### src/rtl/tri_fmt_pkg.sv
package tri_fmt_pkg;

   localparam int NUM_OPS  = 15;

   localparam int SEL_ADD  = 0;
   localparam int SEL_SUB  = 1;
   localparam int SEL_MUL  = 2;
   localparam int SEL_DIV  = 3;
   localparam int SEL_AND  = 4;
   localparam int SEL_OR   = 5;
   localparam int SEL_XOR  = 6;
   localparam int SEL_SHL  = 7;
   localparam int SEL_SHR  = 8;
   localparam int SEL_LD   = 9;
   localparam int SEL_ST   = 10;
   localparam int SEL_JMP  = 11;
   localparam int SEL_JAL  = 12;
   localparam int SEL_JR   = 13;
   localparam int SEL_TRAP = 14;

   localparam int XOP_LAST = 12;

   typedef enum logic [1:0] {
      FMT_L    = 2'd0,
      FMT_D    = 2'd1,
      FMT_X    = 2'd2,
      FMT_NONE = 2'd3
   } fmt_e;

   typedef enum logic [2:0] {
      AM_ABS   = 3'd0,
      AM_DISP  = 3'd1,
      AM_INDEX = 3'd2,
      AM_IMM   = 3'd3,
      AM_REG   = 3'd4,
      AM_REG2  = 3'd5,
      AM_SPEC  = 3'd6,
      AM_NONE  = 3'd7
   } amode_e;

   typedef enum logic [1:0] {
      IMM_ZERO = 2'd0,
      IMM_ADDR = 2'd1,
      IMM_DISP = 2'd2
   } imm_src_e;

   typedef struct packed {
      fmt_e                 fmt;
      amode_e               amode;
      logic [NUM_OPS-1:0]   sel;
      logic                 illegal;
      imm_src_e             imm;
      logic                 rd_a;
      logic                 a_from_rd1;
      logic                 rd_b;
      logic                 rd_data;
      logic                 we;
      logic                 mrd;
      logic                 mwr;
      logic                 jump;
      logic                 aux;
   } dec_t;

   function automatic dec_t dec_illegal();
      dec_t d;
      d         = '0;
      d.fmt     = FMT_NONE;
      d.amode   = AM_NONE;
      d.imm     = IMM_ZERO;
      d.illegal = 1'b1;
      return d;
   endfunction

endpackage

### src/rtl/tri_fmt_fields.sv
module tri_fmt_fields #(
   parameter int WORD_W   = 32,
   parameter int OPC_W    = 5,
   parameter int REG_W    = 5,
   parameter int ADDR_W   = 22,
   parameter int DISP_W   = 17,
   parameter int XOP_W    = 12,
   parameter bit SIGN_EXT = 1'b1
) (
   input  logic [WORD_W-1:0] word_i,
   output logic [OPC_W-1:0]  opc_o,
   output logic [REG_W-1:0]  rd1_o,
   output logic [REG_W-1:0]  rs2_o,
   output logic [REG_W-1:0]  rs3_o,
   output logic [XOP_W-1:0]  xop_o,
   output logic [WORD_W-1:0] addr_ext_o,
   output logic [WORD_W-1:0] disp_ext_o
);

   localparam int OPC_LSB = WORD_W - OPC_W;
   localparam int RD1_LSB = OPC_LSB - REG_W;
   localparam int RS2_LSB = RD1_LSB - REG_W;
   localparam int RS3_LSB = RS2_LSB - REG_W;
   localparam int ADDR_PAD = WORD_W - ADDR_W;
   localparam int DISP_PAD = WORD_W - DISP_W;

   logic [ADDR_W-1:0] addr_raw;
   logic [DISP_W-1:0] disp_raw;

   assign opc_o    = word_i[WORD_W-1:OPC_LSB];
   assign rd1_o    = word_i[OPC_LSB-1:RD1_LSB];
   assign rs2_o    = word_i[RD1_LSB-1:RS2_LSB];
   assign rs3_o    = word_i[RS2_LSB-1:RS3_LSB];
   assign xop_o    = word_i[XOP_W-1:0];
   assign addr_raw = word_i[ADDR_W-1:0];
   assign disp_raw = word_i[DISP_W-1:0];

   generate
      if (SIGN_EXT) begin : g_sext
         assign addr_ext_o = {{ADDR_PAD{addr_raw[ADDR_W-1]}}, addr_raw};
         assign disp_ext_o = {{DISP_PAD{disp_raw[DISP_W-1]}}, disp_raw};
      end else begin : g_zext
         assign addr_ext_o = {{ADDR_PAD{1'b0}}, addr_raw};
         assign disp_ext_o = {{DISP_PAD{1'b0}}, disp_raw};
      end
   endgenerate

endmodule

### src/rtl/tri_fmt_major.sv
module tri_fmt_major
   import tri_fmt_pkg::*;
#(
   parameter int OPC_W = 5
) (
   input  logic [OPC_W-1:0] opc_i,
   output dec_t             dec_o
);

   dec_t d;

   always_comb begin
      d = dec_illegal();
      case (int'(opc_i))
         0, 1, 2: begin
            d.illegal     = 1'b0;
            d.sel[SEL_LD] = 1'b1;
            d.we          = 1'b1;
            if (int'(opc_i) == 1) begin
               d.fmt   = FMT_D;
               d.amode = AM_DISP;
               d.imm   = IMM_DISP;
               d.rd_a  = 1'b1;
               d.mrd   = 1'b1;
            end else begin
               d.fmt   = FMT_L;
               d.amode = (int'(opc_i) == 0) ? AM_ABS : AM_IMM;
               d.imm   = IMM_ADDR;
               d.mrd   = (int'(opc_i) == 0);
            end
         end
         3, 4: begin
            d.illegal     = 1'b0;
            d.sel[SEL_ST] = 1'b1;
            d.mwr         = 1'b1;
            d.rd_data     = 1'b1;
            if (int'(opc_i) == 4) begin
               d.fmt   = FMT_D;
               d.amode = AM_DISP;
               d.imm   = IMM_DISP;
               d.rd_a  = 1'b1;
            end else begin
               d.fmt   = FMT_L;
               d.amode = AM_ABS;
               d.imm   = IMM_ADDR;
            end
         end
         5: begin
            d.illegal      = 1'b0;
            d.fmt          = FMT_L;
            d.amode        = AM_ABS;
            d.imm          = IMM_ADDR;
            d.sel[SEL_JMP] = 1'b1;
            d.jump         = 1'b1;
            d.aux          = 1'b1;
         end
         6: begin
            d.illegal      = 1'b0;
            d.fmt          = FMT_L;
            d.amode        = AM_ABS;
            d.imm          = IMM_ADDR;
            d.sel[SEL_JAL] = 1'b1;
            d.jump         = 1'b1;
            d.we           = 1'b1;
         end
         7, 8, 9, 10, 11, 12, 13: begin
            d.illegal = 1'b0;
            d.fmt     = FMT_D;
            d.amode   = AM_IMM;
            d.imm     = IMM_DISP;
            d.rd_a    = 1'b1;
            d.we      = 1'b1;
            case (int'(opc_i))
               7:       d.sel[SEL_ADD] = 1'b1;
               8:       d.sel[SEL_SUB] = 1'b1;
               9:       d.sel[SEL_MUL] = 1'b1;
               10:      d.sel[SEL_DIV] = 1'b1;
               11:      d.sel[SEL_AND] = 1'b1;
               12:      d.sel[SEL_OR]  = 1'b1;
               default: d.sel[SEL_XOR] = 1'b1;
            endcase
         end
         default: d = dec_illegal();
      endcase
   end

   assign dec_o = d;

endmodule

### src/rtl/tri_fmt_ext.sv
module tri_fmt_ext
   import tri_fmt_pkg::*;
#(
   parameter int XOP_W = 12
) (
   input  logic [XOP_W-1:0] xop_i,
   output dec_t             dec_o
);

   dec_t d;
   int   x;

   always_comb begin
      x = int'(xop_i);
      d = dec_illegal();
      if (x <= XOP_LAST) begin
         d.illegal = 1'b0;
         d.fmt     = FMT_X;
         d.imm     = IMM_ZERO;
         if (x <= SEL_XOR) begin
            d.amode = AM_REG;
            d.sel[x] = 1'b1;
            d.rd_a  = 1'b1;
            d.rd_b  = 1'b1;
            d.we    = 1'b1;
         end else if (x == 7 || x == 8) begin
            d.amode = AM_REG2;
            d.sel[x] = 1'b1;
            d.rd_a  = 1'b1;
            d.we    = 1'b1;
         end else if (x == 9) begin
            d.amode       = AM_INDEX;
            d.sel[SEL_LD] = 1'b1;
            d.rd_a        = 1'b1;
            d.rd_b        = 1'b1;
            d.we          = 1'b1;
            d.mrd         = 1'b1;
         end else if (x == 10) begin
            d.amode       = AM_INDEX;
            d.sel[SEL_ST] = 1'b1;
            d.rd_a        = 1'b1;
            d.rd_b        = 1'b1;
            d.rd_data     = 1'b1;
            d.mwr         = 1'b1;
         end else if (x == 11) begin
            d.amode       = AM_SPEC;
            d.sel[SEL_JR] = 1'b1;
            d.rd_a        = 1'b1;
            d.a_from_rd1  = 1'b1;
            d.jump        = 1'b1;
         end else begin
            d.amode         = AM_SPEC;
            d.sel[SEL_TRAP] = 1'b1;
            d.aux           = 1'b1;
         end
      end
   end

   assign dec_o = d;

endmodule

### src/rtl/tri_fmt_decoder.sv
module tri_fmt_decoder
   import tri_fmt_pkg::*;
#(
   parameter int WORD_W   = 32,
   parameter int OPC_W    = 5,
   parameter int REG_W    = 5,
   parameter int ADDR_W   = 22,
   parameter int DISP_W   = 17,
   parameter int XOP_W    = 12,
   parameter bit SIGN_EXT = 1'b1
) (
   input  logic [WORD_W-1:0]  insn_i,
   output logic [OPC_W-1:0]   opcode_o,
   output logic [XOP_W-1:0]   xop_o,
   output logic [1:0]         fmt_o,
   output logic [2:0]         amode_o,
   output logic [NUM_OPS-1:0] op_sel_o,
   output logic               illegal_o,
   output logic [WORD_W-1:0]  imm_o,
   output logic [REG_W-1:0]   src_a_o,
   output logic [REG_W-1:0]   src_b_o,
   output logic [REG_W-1:0]   src_data_o,
   output logic [REG_W-1:0]   wr_idx_o,
   output logic               reg_we_o,
   output logic               mem_rd_o,
   output logic               mem_wr_o,
   output logic               jump_o,
   output logic [REG_W-1:0]   aux_o
);

   generate
      if (OPC_W + REG_W + ADDR_W != WORD_W) begin : g_bad_l
         $error("long-address format does not fill the word");
      end
      if (OPC_W + 2*REG_W + DISP_W != WORD_W) begin : g_bad_d
         $error("displacement format does not fill the word");
      end
      if (OPC_W + 3*REG_W + XOP_W != WORD_W) begin : g_bad_x
         $error("extended format does not fill the word");
      end
      if (OPC_W < 4 || XOP_W < 4) begin : g_bad_codes
         $error("opcode fields too narrow for the operation set");
      end
   endgenerate

   logic [REG_W-1:0]  rd1, rs2, rs3;
   logic [WORD_W-1:0] addr_ext, disp_ext;
   dec_t              dec_major, dec_ext, dec;
   logic              is_ext;

   tri_fmt_fields #(
      .WORD_W(WORD_W), .OPC_W(OPC_W), .REG_W(REG_W),
      .ADDR_W(ADDR_W), .DISP_W(DISP_W), .XOP_W(XOP_W),
      .SIGN_EXT(SIGN_EXT)
   ) u_fields (
      .word_i    (insn_i),
      .opc_o     (opcode_o),
      .rd1_o     (rd1),
      .rs2_o     (rs2),
      .rs3_o     (rs3),
      .xop_o     (xop_o),
      .addr_ext_o(addr_ext),
      .disp_ext_o(disp_ext)
   );

   tri_fmt_major #(.OPC_W(OPC_W)) u_major (
      .opc_i(opcode_o),
      .dec_o(dec_major)
   );

   tri_fmt_ext #(.XOP_W(XOP_W)) u_ext (
      .xop_i(xop_o),
      .dec_o(dec_ext)
   );

   assign is_ext = &opcode_o;
   assign dec    = is_ext ? dec_ext : dec_major;

   always_comb begin
      case (dec.imm)
         IMM_ADDR: imm_o = addr_ext;
         IMM_DISP: imm_o = disp_ext;
         default:  imm_o = '0;
      endcase
   end

   assign fmt_o      = dec.fmt;
   assign amode_o    = dec.amode;
   assign op_sel_o   = dec.sel;
   assign illegal_o  = dec.illegal;
   assign src_a_o    = dec.rd_a ? (dec.a_from_rd1 ? rd1 : rs2) : '0;
   assign src_b_o    = dec.rd_b ? rs3 : '0;
   assign src_data_o = dec.rd_data ? rd1 : '0;
   assign wr_idx_o   = dec.we ? rd1 : '0;
   assign reg_we_o   = dec.we;
   assign mem_rd_o   = dec.mrd;
   assign mem_wr_o   = dec.mwr;
   assign jump_o     = dec.jump;
   assign aux_o      = dec.aux ? rd1 : '0;

endmodule

### config.mk
export PLATFORM = sky130hd
export DESIGN_NAME = tri_fmt_decoder
export DESIGN_NICKNAME = d
export VERILOG_FILES = /design/src/rtl/tri_fmt_pkg.sv /design/src/rtl/tri_fmt_fields.sv /design/src/rtl/tri_fmt_major.sv /design/src/rtl/tri_fmt_ext.sv /design/src/rtl/tri_fmt_decoder.sv
export SDC_FILE = /design/constraint.sdc
export NUM_CORES = 1
export LEC_CHECK = 0
export BUFFER_PORTS_ARGS = -buffer_cell sky130_fd_sc_hd__buf_4
export CAP_MARGIN = 15
export CORE_ASPECT_RATIO = 0.5
export CORE_MARGIN = 3
export CORE_UTILIZATION = 50
export DETAILED_ROUTE_END_ITERATION = 10
export GPL_TIMING_DRIVEN = 0
export PLACE_DENSITY = 0.85
export SYNTH_ARGS = -nofsm -noshare
export SYNTH_HDL_FRONTEND = slang
export SYNTH_HIERARCHICAL = 1
export SYNTH_SLANG_ARGS = --single-unit
### constraint.sdc
create_clock -name vclk -period 4.8
set_clock_uncertainty 0.05 [all_clocks]
set_input_delay 1.2 -clock vclk [all_inputs]
set_output_delay 1.2 -clock vclk [all_outputs]
set_load 0.02 [all_outputs]
[After elaboration in Yosys (flattened, before gate mapping)]
Index checks and enable logic that the tools add are counted.
Word-level totals
  register bits: 0
  input port bits: 32
  output and inout port bits: 99
  logic and storage cells: 109
Cells by class
  order comparisons: 4
  equal/unequal tests: 22
  multiplexer cells: 72
  reduce and logical (&&, ||, !) cells: 11
Operators by type and width (number)
  one-hot mux 32 bit (2 select lines): 1
  equality test 12 x 5 -> 1 bit, second input constant: 4
  two-way mux 1 bit: 36
  equality test 5 x 4 -> 1 bit, second input constant: 7
  two-way mux 5 bit: 7
  two-way mux 32 bit: 1
  two-way mux 31 bit: 1
  two-way mux 2 bit: 11
  equality test 5 x 3 -> 1 bit, second input constant: 4
  one-hot mux 5 bit (4 select lines): 1
  two-way mux 18 bit: 1
  two-way mux 4 bit: 4
  equality test 5 x 2 -> 1 bit, second input constant: 3
  equality test 12 x 4 -> 1 bit, second input constant: 1
  greater-or-equal comparator 12 x 1 -> 1 bit, second input constant: 1
  <= comparator 12 x 3 -> 1 bit, second input constant: 1
  <= comparator 12 x 4 -> 1 bit, second input constant: 1
  less-than comparator 12 x 5 -> 1 bit, second input constant: 1
  two-way mux 3 bit: 4
  one-hot mux 3 bit (4 select lines): 1
  OR reduction 11 bit: 1
  logical NOT 5 bit: 2
  two-way mux 9 bit: 1
  two-way mux 7 bit: 1
  other kinds (12): 13

[Logic depth before layout (Yosys ltp)]
Gate-level depths: netlist (run 1).
  depth after elaboration: 10
  gate-level depth with buffers: 10
  gate-level depth less buffers: 7

[Cells and area by module]
The synthesis (run 1) kept the hierarchy.
By module, submodules not included
  tri_fmt_decoder: instances 1, cells an instance 176, area each 1300.0 um^2, sequential area each 0.0 um^2
  tri_fmt_fields: instances 1, cells an instance 96, area each 720.7 um^2, sequential area each 0.0 um^2
  tri_fmt_ext: instances 1, cells an instance 62, area each 429.2 um^2, sequential area each 0.0 um^2
  tri_fmt_major: instances 1, cells an instance 61, area each 369.1 um^2, sequential area each 0.0 um^2

[Worst setup path after synthesis (run 1)]
No wires, ideal clock.
  kind: in2out
  start: in insn_i[9]
  end: out src_a_o[4]
  data arrival time: 3.286 ns
  data required time: 3.550 ns
  slack: 0.264 ns
  stages on the path: 8
  buffers on the path: 4
  path through: buf_4 -> or4_4 -> buf_6 -> nor4_1 -> buf_4 -> buf_1 -> nand4_1 -> a32oi_1
RTL lines
  from (decl): line tri_fmt_decoder.sv:12  | input logic [WORD_W-1:0] insn_i,
  to (decl): line tri_fmt_decoder.sv:20  | output logic [REG_W-1:0] src_a_o,

==> results of run 1 <==
## cells by family (layout without fill, tap and decap cells)
logic type	after synthesis	after routing	share of synthesized area, %
buf+inv	148	246	37.1
simple gates	128	128	24.4
compound gates	82	82	22.4
mux	28	28	13.5
fa+ha+maj	3	3	1.24
other cells	3	11	0.399
xor+xnor	3	3	0.932
## final cells by class
class,count,area (um2)
plain buffers,146,1050
fillers,471,1490
inverters,1,3.75
multi-input cells,255,1810
well taps,70,87.6
repair buffers,99,743
## metal layers
metal	part of all wire (%)	track usage, %
met3	6.6	3.67
met4	0.59	1.54
met2	46	36.7
met5	0	0
met1	46	31.3
## placed cells by master, fill, tap and decap left out, drive strengths merged, types with 6 or more instances in the layout
| cell | count |
|---|---|
| nand4 | 6 |
| mux2 | 26 |
| conb | 11 |
| nor4 | 22 |
| a21boi | 21 |
| buf | 228 |
| nand3 | 8 |
| nand2 | 17 |
| nand2b | 13 |
| clkbuf | 17 |
| nor2 | 40 |
| a22oi | 32 |
| o21ai | 6 |
## power groups by stage
stage / logic, W / clock network, W / registers, W
floorplan: 0.000241 / 0 / 0
global placement: 0.000328 / 0 / 0
detailed placement: 0.000330 / 0 / 0
CTS: 0.000331 / 0 / 0
global route: 0.000361 / 0 / 0
finish: 0.000334 / 0 / 0
## through the flow
stage               power (W)  setup slack [ns]
floorplan            0.000241             0.264
global placement     0.000328            0.0325
detailed placement   0.000330            0.0461
CTS                  0.000331            0.0273
global route         0.000361           -0.0304
finish               0.000334             0.152
## final timing paths
kind	to	slack, ns	start	cells past startpoint
setup / recovery	imm_o[3]	0.15	insn_i[28]	10
hold / removal	xop_o[1]	2.56	insn_i[1]	2
## repair_timing
action | in CTS | in global routing
endpoints found under the setup margin | 0 | 36
buffers inserted | 0 | 0
gates resized for setup | 0 | 15
==> key figures, run 1 <==
Flow run
  – Max Cap Viol: 0

Die
  – Die area: ~6600 um2
  – Die Height: 59.1 um
  – Die width: roughly 110 um
  – FP Rows: 18
  – Starting Density: between 50 and 60%
  – Core area: just over 5000 um2
  – # IOs: 131

Synth
  – Cell with the most instances after synthesis: buf_4
  – Average size of a mapped cell: a little over 7 um2
  – Yosys top cell area share: a little under a third
  – Post-Syn Instances: 395
  – Mapped Area: roughly 2800 um2
  – Register area share after synthesis: 0%
  – Unique cell type count in the Yosys netlist: 50
  – Synth warn: 6
  – Post-synth top area cell: buf_4
  – Most common library cells after synthesis: buf_4, nor2_1, a22oi_1
  – Area contributors post-synth: buf_4, mux2_4, a22oi_1, a21boi_0, nor2_1

Power and ir drop
  – Comb power frac: 100.0%
  – Sequential Power Share: 0%
  – Internal power: about 0.00016 W
  – Sw Share: 51.0%
  – Sw Pwr: about 0.00017 W
  – Leakage: 1.84 nW
  – PD cells: 90.6 nW/um2
  – Max IR drop VDD: roughly 0.055 mV
  – Clock Power Share: 0%

Timing
  – Final setup viols: 0
  – Fmax: ~0.22 GHz
  – Post-layout min period: approximately 4.6 ns
  – Hold WS: 2.56 ns
  – TNS Setup: 0 ns
  – Final worst path period share: a little over nine tenths
  – Slew headroom: about 58%
  – Final Hold Fails: 0
  – Actual slew at the worst max-slew pin: around 0.63 ns
  – Pins Over Slew Limit: 0

Routing
  – Drt pass-1 iters: 4
  – Remaining antenna violation count: 0
  – Starting DRT DRC Count: around 320
  – WL/cell: roughly 14 um
  – Vias per cell: ~5.2
  – DR vias: about 3000
  – DRC: 0
  – Total Wirelength: 7830 um

Setup path
  – Biggest cell delay along the critical path: roughly 0.37 ns
  – Slowest-stage cell, CP: clkbuf_1
  – Critical Path End Type: primary output
  – Crit path max-delay family: buffers and inverters
  – Required time worst endpoint: ~3.6 ns
  – Top cell by count, worst path: buf_4
  – Buf/Inv on CP: 4
  – CP Cell Sequence: buf_4, buf_2, nand2_1, a2bb2oi_1, a31oi_2, mux2_4, ha_1, clkbuf_1, nor2_1, buf_4
  – Startpoint Class: input pin
  – Crit Path Class: input pin to primary output
  – Worst Path Arrival: around 3.4 ns
  – Maximum fanout along the worst path: 11

GRT
  – Global-route wire length before repair: 12600 um
  – Pin count of the biggest net entering global routing: 19
  – Via count of the first global-routing pass: 2585
  – Total gr overflow: 0
  – Initial antenna violation count: 0
  – Gr usage total: ~22%

Finish
  – Antenna fix cells: 0
  – FF/Latch Area: 0 um2
  – Utilization after layout: between 70% and 80%
  – Final instance area: ~3700 um2
  – Nets: around 540
  – Finished Layout Cells: 571
  – Num sequential: 0
  – Share of layout cells above drive strength 1: between 50 and 60%
  – Area grow syn2layout: 30.9%
  – CLK BUF: 0

Clock tree
  – Cts hold-fix bufs: 0

Placement
  – Dpl hpwl: approximately 6400 um
  – Placed cell areas: about 3700 um2
  – Routability cong.: a little under 0.9
  – Placed insts: approximately 570
  – Port Buffer Count: between 90 and 100

Hold path
  – Worst min path class: input pin to primary output

Run status
  – Outcome: completed
Note: power is estimated with default switching activity, not from simulation.
==> run 2: changes to the inputs <==
--- a/config.mk
+++ b/config.mk
@@ -5,14 +5,16 @@
 export SDC_FILE = /design/constraint.sdc
 export NUM_CORES = 1
 export LEC_CHECK = 0
-export BUFFER_PORTS_ARGS = -buffer_cell sky130_fd_sc_hd__buf_4
 export CAP_MARGIN = 15
+export CELL_PAD_IN_SITES_DETAIL_PLACEMENT = 1
+export CELL_PAD_IN_SITES_GLOBAL_PLACEMENT = 2
 export CORE_ASPECT_RATIO = 0.5
 export CORE_MARGIN = 3
-export CORE_UTILIZATION = 50
+export CORE_UTILIZATION = 35
 export DETAILED_ROUTE_END_ITERATION = 10
+export DONT_BUFFER_PORTS = 1
 export GPL_TIMING_DRIVEN = 0
-export PLACE_DENSITY = 0.85
+export PLACE_DENSITY_LB_ADDON = 0.1
 export SYNTH_ARGS = -nofsm -noshare
 export SYNTH_HDL_FRONTEND = slang
 export SYNTH_HIERARCHICAL = 1
==> key figures, run 2 (synthesized netlist as in run 1, its figures left out) <==
Die
  – Starting Density: 37.2% (-17 points)
  – Die width: 133 um (+18%)
  – FP Rows: 22 (+4)
  – Die area: 9230 um2 (+39%)
  – Core area: 7570 um2 (+46%)
  – Die Height: 69.5 um (+18%)
  – # IOs: 131 (unchanged)

Timing
  – RSZ-0062 raised after global routing: true
  – Fmax: 0.212 GHz (-1.7%)
  – Slew headroom: 48.1% (-9.6 points)
  – Pins Over Slew Limit: 0 (unchanged)
  – Final Hold Fails: 0 (unchanged)
  – Final setup viols: 0 (unchanged)
  – Post-layout min period: 4.73 ns (+0.0787 ns)
  – Actual slew at the worst max-slew pin: 0.772 ns (+0.143 ns)
  – TNS Setup: 0 ns (unchanged)
  – Final worst path period share: 98.5% (+1.6 points)
  – Hold WS: 2.47 ns (-0.0914 ns)

Power and ir drop
  – PD cells: 96.9 nW/um2 (+6.9%)
  – Sequential Power Share: 0% (unchanged)
  – Total chip power: 0.000301 W (-9.9%)
  – Comb power frac: 100.0% (about the same)
  – Internal power: 0.000123 W (-25%)
  – Clock Power Share: 0% (unchanged)
  – Sw Share: 59.3% (+8.3 points)
  – Max IR drop VDD: 0.0493 mV (-9.9%)
  – Leakage: 1.33 nW (-28%)
  – Sw Pwr: 0.000179 W (+4.8%)

Setup path
  – CP Cell Sequence: buf_4, buf_2, nand2_1, a2bb2oi_1, a31oi_1, mux2_4, ha_1, clkbuf_2, nor2_1
  – Slowest-stage cell, CP: nor2_1
  – Required time worst endpoint: 3.55 ns (about the same)
  – Startpoint Class: input pin
  – Maximum fanout along the worst path: 11 (unchanged)
  – Buf/Inv on CP: 3 (-1)
  – Crit Path Class: input pin to primary output
  – Crit path max-delay family: buffers and inverters
  – Biggest cell delay along the critical path: 0.38 ns (about the same)
  – Worst Path Arrival: 3.48 ns (+0.08 ns)
  – Critical Path End Type: primary output

Finish
  – Fill cells: 966 (+110%)
  – Utilization after layout: 41.1% (-30 points)
  – Area of the multi-input gates: 1920 um2 (+6.2%)
  – Antenna fix cells: 0 (unchanged)
  – Nets: 438 (-18%)
  – Commonest non-fill, non-tap cell in the layout: buf_4
  – Num sequential: 0 (unchanged)
  – CLK BUF: 0 (unchanged)
  – Most frequent cells in the layout: buf_4, a22oi_1, nor2_2
  – Share of layout cells above drive strength 1: 50.5% (-3.4 points)
  – FF/Latch Area: 0 um2 (unchanged)
  – Area grow syn2layout: 10.3%

Routing
  – DRC: 0 (unchanged)
  – WL/cell: 17.4 um (+27%)
  – Drt pass-1 iters: 4 (unchanged)
  – Remaining antenna violation count: 0 (unchanged)
  – DR vias: 2714 (-8.3%)
  – Total Wirelength: 8890 um (+14%)
  – Starting DRT DRC Count: 116 (-64%)
  – Vias per cell: 5.32 (+2.7%)

Clock tree
  – Setup repair bufs after CTS: 0 (unchanged)
  – Cts hold-fix bufs: 0 (unchanged)
  – Post_cts resized: 11 (+11)

Hold path
  – Hold Crit Depth: 1 (-1)
  – Hold Startpoint: insn_i[1]
  – Hold Path Sink: xop_o[1]
  – Worst min path class: input pin to primary output

Flow run
  – Max Cap Viol: 0 (unchanged)

GRT
  – Via count of the first global-routing pass: 2721 (+5.3%)
  – Global-route wire length before repair: 14200 um (+13%)
  – Gr usage total: 17.7% (-4.2 points)
  – Pin count of the biggest net entering global routing: 19 (unchanged)
  – Initial antenna violation count: 0 (unchanged)
  – Total gr overflow: 0 (unchanged)

Placement
  – Port Buffer Count: 0 (-100%)
  – Routability cong.: 0.806 (-9.8%)
  – Dpl hpwl: 7330 um (+15%)

Run status
  – Outcome: completed
run 2: cell count changes in the layout (fill, tap and decap cells not counted), sizes merged:
cell    before  now
buf        228  132
clkbuf      17   14
run 2: area by class of cell:
cell class	count	area share, %
Tap cell	108	4.35
Buffer	146	33.8
Multi-Input combinational cell	255	61.8
Inverter	1	0.121
run 2: worst max path at each step:
stage          cells after the start             to        from
2_1_floorplan                      8     src_a_o[4]   insn_i[9]
3_5_place_dp                       8     src_a_o[4]   insn_i[9]
3_3_place_gp                       8     src_a_o[4]   insn_i[9]
5_1_grt                            9      imm_o[28]  insn_i[28]
6_report                           9      imm_o[28]  insn_i[28]
4_1_cts                            7  src_data_o[4]   insn_i[9]
run 2: stage by stage:
step                      cell area (um2)  cells  setup slack (ns)
final                                3110    510            0.0735
after global routing                 3110    510           -0.0964
after CTS                            3030    510           0.00152
after detailed placement             2980    511            -0.272
after global placement               2980    511            -0.209
after floorplan                      2850    403             0.264
run 2: per-layer routing:
| layer | vias to the layer above | GRT usage (%) | part of all wire, % |
|---|---|---|---|
| li1 | 1311 | - | - |
| met1 | 1331 | 25.0 | 49 |
| met2 | 70 | 30.1 | 47 |
| met3 | 2 | 2.32 | 4.6 |
| met4 | 0 | 1.27 | 0.30 |
| met5 | - | 0 | 0 |
run 2: power by group through the flow:
stage / Sequential (W) / Clock, W / Combinational [W]
after floorplan: 0 / 0 / 0.000241
after global placement: 0 / 0 / 0.000275
after detailed placement: 0 / 0 / 0.000282
after CTS: 0 / 0 / 0.000286
after global routing: 0 / 0 / 0.000326
final: 0 / 0 / 0.000301
==> run 3: changes to the inputs <==
--- a/config.mk
+++ b/config.mk
@@ -10,7 +10,7 @@
 export CELL_PAD_IN_SITES_GLOBAL_PLACEMENT = 2
 export CORE_ASPECT_RATIO = 0.5
 export CORE_MARGIN = 3
-export CORE_UTILIZATION = 35
+export CORE_UTILIZATION = 38
 export DETAILED_ROUTE_END_ITERATION = 10
 export DONT_BUFFER_PORTS = 1
 export GPL_TIMING_DRIVEN = 0
==> constraint.sdc (replaced) <==
create_clock -name vclk -period 5.7
set_clock_uncertainty 0.05 [all_clocks]
set_input_delay 1.425 -clock vclk [all_inputs]
set_output_delay 1.425 -clock vclk [all_outputs]
set_load 0.02 [all_outputs]
==> key figures, run 3 (synthesized netlist as in run 1, its figures left out) <==
Setup path
  – Required time worst endpoint: 4.22 ns (+0.67 ns)
  – Crit path max-delay family: simple AND/OR/NAND/NOR gates
  – Maximum fanout along the worst path: 10 (-1)
  – Startpoint Class: input pin
  – Top cell by count, worst path: buf_4
  – CP Cell Sequence: buf_4, or4_4, buf_6, nor4_1, buf_4, buf_1, nand4_1, a32oi_1
  – Slowest-stage cell, CP: or4_4
  – Critical Path End Type: primary output
  – Buf/Inv on CP: 4 (+1)
  – Worst Path Arrival: 4.04 ns (+0.56 ns)
  – Biggest cell delay along the critical path: 0.59 ns (+0.21 ns)
  – Crit Path Class: input pin to primary output

Placement
  – Routability cong.: 0.812 (+0.79%)
  – Placed insts: 495 (-3.1%)
  – Dpl hpwl: 7240 um (-1.2%)
  – Port Buffer Count: 0 (unchanged)

Die
  – FP Rows: 21 (-4.5%)
  – Die width: 128 um (-3.8%)
  – Starting Density: 40.6% (+3.4 points)
  – Die Height: 66.9 um (-3.7%)
  – # IOs: 131 (unchanged)
  – Core area: 6940 um2 (-8.4%)
  – Die area: 8550 um2 (-7.4%)

Routing
  – Total Wirelength: 8800 um (-1.1%)
  – Drt pass-1 iters: 4 (unchanged)
  – WL/cell: 17.8 um (+1.9%)
  – DR vias: 2714 (unchanged)
  – Starting DRT DRC Count: 123 (+6.0%)
  – Remaining antenna violation count: 0 (unchanged)
  – Vias per cell: 5.48 (+3.0%)
  – DRC: 0 (unchanged)

Timing
  – Slew headroom: 49.6% (+1.6 points)
  – Final worst path period share: a little under 100%
  – Pins Over Slew Limit: 0 (unchanged)
  – Actual slew at the worst max-slew pin: 0.749 ns (-0.0235 ns)
  – Final Hold Fails: 0 (unchanged)
  – Post-layout min period: 5.51 ns
  – Hold WS: 2.92 ns (+0.450 ns)
  – TNS Setup: 0 ns (unchanged)
  – Fmax: 0.181 GHz
  – Final setup viols: 0 (unchanged)
  – RSZ-0062 raised after global routing: false

Finish
  – Area grow syn2layout: 5.15%
  – Commonest non-fill, non-tap cell in the layout: buf_4
  – Nets: 439 (+0.23%)
  – Most frequent cells in the layout: buf_4, nor2_1, a22oi_1
  – Num sequential: 0 (unchanged)
  – Finished Layout Cells: 495 (-2.9%)
  – Share of layout cells above drive strength 1: 40.4% (-10 points)
  – Antenna fix cells: 0 (unchanged)
  – FF/Latch Area: 0 um2 (unchanged)
  – Utilization after layout: 42.7% (+1.7 points)
  – CLK BUF: 0 (unchanged)

GRT
  – Gr usage total: 19.3% (+1.6 points)
  – Global-route wire length before repair: 13900 um (-2.1%)
  – Total gr overflow: 0 (unchanged)
  – Initial antenna violation count: 0 (unchanged)
  – Via count of the first global-routing pass: 2684 (-1.4%)
  – Pin count of the biggest net entering global routing: 19 (unchanged)

Clock tree
  – Post_cts resized: 0 (-11)
  – Setup repair bufs after CTS: 0 (unchanged)
  – Cts hold-fix bufs: 0 (unchanged)

Power and ir drop
  – Leakage: 1.30 nW (-2.1%)
  – Max IR drop VDD: 0.0288 mV (-42%)
  – Total chip power: 0.000238 W (-21%)
  – PD cells: 80.3 nW/um2 (-17%)

Hold path
  – Worst min path class: input pin to primary output

Flow run
  – Max Cap Viol: 0 (unchanged)

Run status
  – Outcome: completed
## run 3: changes by cell type in the layout (fill, tap and decap cells not counted), sizes merged
cell    delta
buf        -2
clkbuf     +3
## run 3: report_power, final
group	leakage [nW]	switching, W	total, W	internal [W]
combinational	1.30	0.000140	0.000238	0.0000980
clock	0	0	0	0
sequential	0	0	0	0
## run 3: area by class of cell
type | instances | area (um2)
buffer | 147 | 1040
tap | 92 | 115
multi-input combinational | 255 | 1800
fill | 901 | 3970
inverter | 1 | 3.75
## run 3: worst paths after layout
kind / from / cells past startpoint / slack, ns / endpoint
worst min-delay path: insn_i[0] / 1 / 2.92 / xop_o[0]
worst max-delay path: insn_i[9] / 8 / 0.19 / src_a_o[2]
## run 3: routing by layer
metal	routed length (um)	global-route usage [%]	part of all wire, %
met1	4190	26.5	48
met2	4070	33.5	46
met3	524	3.52	6.0
met4	13	0.265	0.15
met5	0	0	0
## run 3: stage by stage
stage,setup slack (ns),area [um2]
after CTS,0.180,2960
final,0.185,2960
after global placement,0.242,2960
after detailed placement,0.205,2960
after floorplan,0.714,2850
after global routing,0.0685,2960
